**config.mk**
```make
export PLATFORM = sky130hd
export DESIGN_NAME = bank_window_mapper
export DESIGN_NICKNAME = d
export VERILOG_FILES = /design/src/rtl/bwm_pkg.sv /design/src/rtl/bwm_slot_table.sv /design/src/rtl/bank_window_mapper.sv
export SDC_FILE = /design/constraint.sdc
export NUM_CORES = 1
export LEC_CHECK = 0
export BUFFER_PORTS_ARGS = -buffer_cell sky130_fd_sc_hd__buf_4
export CAP_MARGIN = 10
export CORE_ASPECT_RATIO = 1.2
export CORE_UTILIZATION = 63
export CTS_BUF_LIST = sky130_fd_sc_hd__clkbuf_8
export DETAILED_ROUTE_END_ITERATION = 12
export GPL_TIMING_DRIVEN = 0
export PLACE_DENSITY = 0.89
export SYNTH_ARGS = -nofsm -noshare
export SYNTH_HDL_FRONTEND = slang
export SYNTH_SLANG_ARGS = --single-unit
```
**constraint.sdc**
```tcl
create_clock -name clk_i -period 3.65 [get_ports clk_i]
set_input_delay 0.365 -clock clk_i [delete_from_list [all_inputs] [get_ports clk_i]]
set_output_delay 0.365 -clock clk_i [all_outputs]
set_load 0.02 [all_outputs]
```
**src/rtl/bwm_pkg.sv**
```systemverilog
package bwm_pkg;
  localparam int CPU_PAGE_LOG = 11;
  localparam int VID_PAGE_LOG = 10;
  localparam int CPU_MAX_CODE = 4;
  localparam int VID_MAX_CODE = 3;

  typedef enum logic {
    SPACE_CPU = 1'b0,
    SPACE_VID = 1'b1
  } space_e;
endpackage

```
**src/rtl/bwm_slot_table.sv**
```systemverilog
module bwm_slot_table #(
  parameter int SLOTS        = 32,
  parameter int SLOT_LOG     = 11,
  parameter int MAX_CODE     = 4,
  parameter int NUM_CHIPS    = 4,
  parameter int LOG_W        = 5,
  parameter int BANK_W       = 8,
  parameter int OFF_W        = 20,
  parameter bit UNMAP_ABSENT = 1'b1,
  localparam int SIDX_W = $clog2(SLOTS),
  localparam int AW     = SLOT_LOG + SIDX_W,
  localparam int CHIP_W = $clog2(NUM_CHIPS)
) (
  input  logic                       clk_i,
  input  logic                       rst_ni,
  input  logic [NUM_CHIPS*LOG_W-1:0] chip_log2_i,
  input  logic [NUM_CHIPS-1:0]       chip_present_i,
  input  logic [NUM_CHIPS-1:0]       chip_ram_i,
  input  logic                       upd_i,
  input  logic [2:0]                 upd_size_i,
  input  logic [AW-1:0]              upd_addr_i,
  input  logic [CHIP_W-1:0]          upd_chip_i,
  input  logic [BANK_W-1:0]          upd_bank_i,
  input  logic [AW-1:0]              look_addr_i,
  output logic                       look_mapped_o,
  output logic                       look_ram_o,
  output logic [CHIP_W-1:0]          look_chip_o,
  output logic [OFF_W-1:0]           look_off_o
);
  localparam int PG_W   = OFF_W - SLOT_LOG;
  localparam int WIDE_A = BANK_W + MAX_CODE + 1;
  localparam int WIDE_W = (WIDE_A > PG_W) ? ((WIDE_A > SIDX_W) ? WIDE_A : SIDX_W)
                                          : ((PG_W > SIDX_W) ? PG_W : SIDX_W);

  logic [2:0]        code;
  logic [LOG_W-1:0]  sel_log;
  logic              sel_present, sel_ram;
  logic [PG_W:0]     pg_one;
  logic [PG_W-1:0]   pg_mask;
  logic [SIDX_W-1:0] upd_slot, span_mask, look_slot;

  logic [SLOTS-1:0]  mapped_v, ram_v;
  logic [CHIP_W-1:0] chip_v [SLOTS];
  logic [PG_W-1:0]   page_v [SLOTS];

  assign code        = (upd_size_i > 3'(MAX_CODE)) ? 3'(MAX_CODE) : upd_size_i;
  assign sel_log     = chip_log2_i[upd_chip_i*LOG_W +: LOG_W];
  assign sel_present = chip_present_i[upd_chip_i];
  assign sel_ram     = chip_ram_i[upd_chip_i];
  // page mask = chip pages - 1; a full-width chip wraps to all ones
  assign pg_one      = (PG_W+1)'(1) << (sel_log - LOG_W'(SLOT_LOG));
  assign pg_mask     = pg_one[PG_W-1:0] - PG_W'(1);
  assign upd_slot    = upd_addr_i[SLOT_LOG +: SIDX_W];
  assign span_mask   = (SIDX_W'(1) << code) - SIDX_W'(1);

  for (genvar s = 0; s < SLOTS; s++) begin : g_slot
    logic              in_win;
    logic [SIDX_W-1:0] idx;
    logic [WIDE_W-1:0] wide;
    logic [PG_W-1:0]   page_n;
    logic              mapped_q, ram_q;
    logic [CHIP_W-1:0] chip_q;
    logic [PG_W-1:0]   page_q;

    assign idx    = SIDX_W'(s) & span_mask;
    assign in_win = (SIDX_W'(s) & ~span_mask) == (upd_slot & ~span_mask);
    // one formula serves both the masked-bank and the wrap-fill case
    assign wide   = (WIDE_W'(upd_bank_i) << code) | WIDE_W'(idx);
    assign page_n = wide[PG_W-1:0] & pg_mask;

    always_ff @(posedge clk_i or negedge rst_ni) begin
      if (!rst_ni) begin
        mapped_q <= 1'b0;
        ram_q    <= 1'b0;
        chip_q   <= '0;
        page_q   <= '0;
      end else if (upd_i && in_win) begin
        if (sel_present) begin
          mapped_q <= 1'b1;
          ram_q    <= sel_ram;
          chip_q   <= upd_chip_i;
          page_q   <= page_n;
        end else if (UNMAP_ABSENT) begin
          mapped_q <= 1'b0;
          ram_q    <= 1'b0;
          chip_q   <= '0;
          page_q   <= '0;
        end
      end
    end

    assign mapped_v[s] = mapped_q;
    assign ram_v[s]    = ram_q;
    assign chip_v[s]   = chip_q;
    assign page_v[s]   = page_q;
  end

  assign look_slot     = look_addr_i[SLOT_LOG +: SIDX_W];
  assign look_mapped_o = mapped_v[look_slot];
  assign look_ram_o    = ram_v[look_slot];
  assign look_chip_o   = chip_v[look_slot];
  assign look_off_o    = {page_v[look_slot], look_addr_i[SLOT_LOG-1:0]};

  p_win_flag_r7: assert property (@(posedge clk_i) disable iff (!rst_ni)
    (upd_i && sel_present) |=> (mapped_v[$past(upd_slot)] && (ram_v[$past(upd_slot)] == $past(sel_ram))));

  if (UNMAP_ABSENT) begin : g_chk_unmap
    p_absent_unmap_r6: assert property (@(posedge clk_i) disable iff (!rst_ni)
      (upd_i && !sel_present) |=> (!mapped_v[$past(upd_slot)] && !ram_v[$past(upd_slot)]));
  end else begin : g_chk_keep
    p_absent_keep_r8: assert property (@(posedge clk_i) disable iff (!rst_ni)
      (upd_i && !sel_present) |=> ($stable(mapped_v) && $stable(ram_v)));
  end
endmodule

```
**src/rtl/bank_window_mapper.sv**
```systemverilog
module bank_window_mapper
  import bwm_pkg::*;
#(
  parameter int NUM_CHIPS = 4,
  parameter int LOG_W     = 5,
  parameter int BANK_W    = 8,
  parameter int OFF_W     = 20,
  parameter int CPU_AW    = 16,
  parameter int VID_AW    = 13,
  localparam int CHIP_W   = $clog2(NUM_CHIPS)
) (
  input  logic                       clk_i,
  input  logic                       rst_ni,
  input  logic [NUM_CHIPS*LOG_W-1:0] chip_log2_i,
  input  logic [NUM_CHIPS-1:0]       chip_present_i,
  input  logic [NUM_CHIPS-1:0]       chip_ram_i,
  input  logic                       cmd_valid_i,
  input  logic                       cmd_video_i,
  input  logic [2:0]                 cmd_size_i,
  input  logic [CHIP_W-1:0]          cmd_chip_i,
  input  logic [CPU_AW-1:0]          cmd_addr_i,
  input  logic [BANK_W-1:0]          cmd_bank_i,
  input  logic [CPU_AW-1:0]          cpu_addr_i,
  input  logic                       cpu_wr_i,
  output logic [CHIP_W-1:0]          cpu_chip_o,
  output logic [OFF_W-1:0]           cpu_off_o,
  output logic                       cpu_we_o,
  output logic                       cpu_open_bus_o,
  input  logic [VID_AW-1:0]          vid_addr_i,
  output logic [CHIP_W-1:0]          vid_chip_o,
  output logic [OFF_W-1:0]           vid_off_o,
  output logic                       vid_ram_o,
  output logic                       vid_valid_o
);
  localparam int CPU_SLOTS = 1 << (CPU_AW - CPU_PAGE_LOG);
  localparam int VID_SLOTS = 1 << (VID_AW - VID_PAGE_LOG);

  space_e space;
  logic   cpu_upd, vid_upd, cpu_mapped, cpu_ram;

  assign space   = space_e'(cmd_video_i);
  assign cpu_upd = cmd_valid_i && (space == SPACE_CPU);
  assign vid_upd = cmd_valid_i && (space == SPACE_VID);

  bwm_slot_table #(
    .SLOTS(CPU_SLOTS), .SLOT_LOG(CPU_PAGE_LOG), .MAX_CODE(CPU_MAX_CODE),
    .NUM_CHIPS(NUM_CHIPS), .LOG_W(LOG_W), .BANK_W(BANK_W), .OFF_W(OFF_W),
    .UNMAP_ABSENT(1'b1)
  ) u_cpu_tbl (
    .clk_i, .rst_ni, .chip_log2_i, .chip_present_i, .chip_ram_i,
    .upd_i(cpu_upd), .upd_size_i(cmd_size_i), .upd_addr_i(cmd_addr_i),
    .upd_chip_i(cmd_chip_i), .upd_bank_i(cmd_bank_i),
    .look_addr_i(cpu_addr_i), .look_mapped_o(cpu_mapped), .look_ram_o(cpu_ram),
    .look_chip_o(cpu_chip_o), .look_off_o(cpu_off_o)
  );

  bwm_slot_table #(
    .SLOTS(VID_SLOTS), .SLOT_LOG(VID_PAGE_LOG), .MAX_CODE(VID_MAX_CODE),
    .NUM_CHIPS(NUM_CHIPS), .LOG_W(LOG_W), .BANK_W(BANK_W), .OFF_W(OFF_W),
    .UNMAP_ABSENT(1'b0)
  ) u_vid_tbl (
    .clk_i, .rst_ni, .chip_log2_i, .chip_present_i, .chip_ram_i,
    .upd_i(vid_upd), .upd_size_i(cmd_size_i), .upd_addr_i(cmd_addr_i[VID_AW-1:0]),
    .upd_chip_i(cmd_chip_i), .upd_bank_i(cmd_bank_i),
    .look_addr_i(vid_addr_i), .look_mapped_o(vid_valid_o), .look_ram_o(vid_ram_o),
    .look_chip_o(vid_chip_o), .look_off_o(vid_off_o)
  );

  assign cpu_open_bus_o = !cpu_mapped;
  assign cpu_we_o       = cpu_wr_i && cpu_mapped && cpu_ram;

  p_we_gate_r5: assert property (@(posedge clk_i) disable iff (!rst_ni)
    cpu_we_o |-> (cpu_wr_i && !cpu_open_bus_o));
endmodule

```
==> out/metrics.yaml <==
status:
  status: "finished, final reports clean"
timing:
  tightest_slew_ns: 1.23
  fmax_ghz: 0.279
  setup_viol: 0
  hold_violations: 0
  hold_ws_ns: 0.269
  rsz0062_at_grt: "no"
  post-route-period-util_pct: 98.4
  maxSlewViolCount: 0
  skew_ns: 0
  period_needed_ns: 3.59
  max_slew_margin_pct: 18.2
die:
  die_x_um: 185
  fp.dieH_um: 221
  core_area_um2: 39100
  fp.dieArea_um2: 40800
  io_pins: 139
  start_util_pct: 64.4
  rows: 79
setup_path:
  cp-end-kind: "primary output"
  ff2ff_path_depth: 1
  cp.arrival_ns: 3.23
  start_kind: "input port"
  crit_type: "input port to primary output"
  crit_required_ns: 3.28
  path_max_fanout: 10
clock_network:
  clk_latency_ns: 0.68
  path_clk_slew_ns: 0.07
  post_cts_buffers: 0
  root_buffer: "clkbuf_8"
  cts_tree: "yes"
  clockBufferDepth: 3
  cts.sink_count: 528
  htreeDepth: 3
  cts_inserted_buffers: 83
routing:
  first_pass_iters: 8
  drt_wl_total_um: 75100
  first_iter_violations: 2633
  drt-vias-per-instance: 6.89
  wl_per_cell_um: 26.8
  remaining_drc_errors: 0
  drt.antenna.violating_nets: 0
  vias: 19302
final_layout:
  fillers: 2401
  area_delta_synth_final_pct: 12.5
  drive_above_1_share_pct: 31.5
  nNetsFinal: 2319
  final_util_pct: 72.4
placement:
  gp_congestion: 0.937
  dp_hpwl_um: 51800
  port_buffers: 97
pwr:
  p_clk_share_pct: 29.9
  p_switching_mw: 5.01
  vdd.ir_drop.worst_mv: 0.435
  p_seq_share_pct: 47.6
  p_per_area_nw_per_um2: 583
  p_leak_nw: 12.6
  combPwrFrac_pct: 22.5
  p_int_mw: 11.5
  switching_share_pct: 30.3
global_routing:
  grt_pass1_wl_um: 115000
  antenna_found_initial: 2
  grt_pass1_vias: 20274
  grt_overflow_total: 0
  track_usage_pct: 38.3
  grt_max_degree: 133
logic_synthesis:
  yosys_warnings: 0
  synth_ff_type: "dfrtp_1"
  synth_seq_cells: 528
  synthCells: 2035
  ys_top_cells_by_area: "dfrtp_1 52%, mux4_2 15%, mux2_2 11%"
  synth_top_area_share_pct: 52.4
  synth_most_common_cell: "dfrtp_1"
  synth_edf_count: 0
  yosys.area.top_type: "dfrtp_1"
  avgSynthCellArea_um2: 12.4
  seq_area_frac_synth_pct: 52.4
  synth_cell_types: 78
  async_flop_share_pct: 100
  synth_nets: 2131
  netlist_area_um2: 25200
  synthTopCellsByCount: "528 x dfrtp_1, 338 x nand2_1, 258 x o21ai_0, 236 x mux2_2, 167 x mux4_2"
hold_path:
  min_path_type: "input port to asynchronous set/reset pin"
run:
  cap_viol_max_count: 0
-- final timing paths --
kind,start,to,slack [ns]
setup / recovery,cpu_addr_i[11],cpu_off_o[13],0.06
hold / removal,rst_ni,u_cpu_tbl.g_slot[29].ram_q,0.27
setup reg to reg,u_vid_tbl.g_slot[5].mapped_q,u_vid_tbl.g_slot[5].mapped_q,2.81
hold reg to reg,u_vid_tbl.g_slot[7].mapped_q,u_vid_tbl.g_slot[7].mapped_q,0.46
max in group asynchronous,rst_ni,u_vid_tbl.g_slot[6].page_q[9],1.76
min in group clk_i,cmd_bank_i[0],u_vid_tbl.g_slot[4].page_q[0],0.27
-- routing by layer --
layer / GRT usage, % / wire [um] / vias up / part of all wire, %
met5: 0.364 / 17 / - / 0.023
met4: 32.1 / 7240 / 2 / 9.6
met3: 11.4 / 8400 / 509 / 11
met2: 59.0 / 35300 / 1566 / 47
met1: 44.1 / 24200 / 9556 / 32
li1: - / - / 7669 / -
-- through the flow --
step / power (mW) / TNS [ns] / setup slack [ns] / instance area, um^2 / instances
after detailed placement: 11.5 / -33.07 / -0.749 / 26700 / 2662
final: 16.5 / 0 / 0.0594 / 28300 / 2803
after global routing: 17.1 / 0 / 0.00972 / 28300 / 2802
after floorplan: 10.1 / 0 / 0.244 / 25200 / 2035
after CTS: 16.4 / 0 / 0.00296 / 28300 / 2800
after global placement: 11.1 / -1514.46 / -2.88 / 26600 / 2658
-- layout by cell type, fill, tap and decap left out, types with 6 or more instances in the layout --
cell type,instances
mux2i_1,23
buf_2,30
mux4_2,167
o21ai_1,37
o22ai_1,6
clkbuf_2,7
a21oi_1,22
nor2b_1,8
nand2_1,338
clkinv_2,7
buf_4,119
mux2_2,236
nand2b_1,7
o31ai_1,9
nor2_1,33
clkbuf_8,96
dfrtp_1,528
clkbuf_1,120
inv_1,60
nand3_1,24
nand3b_1,7
o21ai_0,258
or2_2,10
-- timing repair --
action                                 CTS  global route
gates resized for setup                 15            16
setup endpoints to repair               21            11
hold buffers                             1             0
cloned                                   0             0
endpoints found under the hold margin   77             0
-- final cells by class --
class                   instances  area (um^2)  area share (%)
diodes                          2         5.00          0.0177
plain buffers                 192          905            3.19
clock buffers                  96         1320            4.66
clock inverters                41          249           0.878
inverters                      32          120           0.424
multi-input cells            1283        11000            38.8
flip-flops and latches        528        13200            46.6
well taps                     526          658            2.32
repair buffers                103          871            3.07
-- power by group through the flow --
stage	registers (mW)	logic, mW	clock network, mW
final	7.86	3.72	4.94
after global routing	7.95	3.94	5.19
after CTS	7.81	3.65	4.90
after detailed placement	7.87	3.59	0
after global placement	7.73	3.38	0
after floorplan	7.61	2.51	0
-- sequential cells by signal, summed over array words and instances, names as in the netlist --
signal,flops
u_cpu_tbl.g_slot.mapped_q,32
u_cpu_tbl.g_slot.ram_q,32
u_vid_tbl.g_slot.chip_q,16
u_vid_tbl.g_slot.ram_q,8
u_vid_tbl.g_slot.page_q,80
u_cpu_tbl.g_slot.chip_q,64
u_vid_tbl.g_slot.mapped_q,8
u_cpu_tbl.g_slot.page_q,288
-- critical path: stages --
cell	delay, ns
clkbuf_1	0.19
buf_2	0.39
clkdlybuf4s18_2	0.66
mux4_2	0.57
mux4_2	0.53
mux2_2	0.33
buf_4	0.17
-- cell families (layout without fill, tap and decap cells) --
logic type	count (synthesis)	in the layout	synth area share, %
multiplexers	429	429	26.5
AO/OA/AOI/OAI	381	381	8.72
flip-flops	528	528	52.4
buffers and inverters	224	464	3.91
XOR/XNOR	2	2	0.0695
AND/OR/NAND/NOR	466	466	8.07
adder cells (fa/ha/maj)	5	5	0.248
other	0	2	0
No activity file was read; power rests on OpenSTA's default activity.
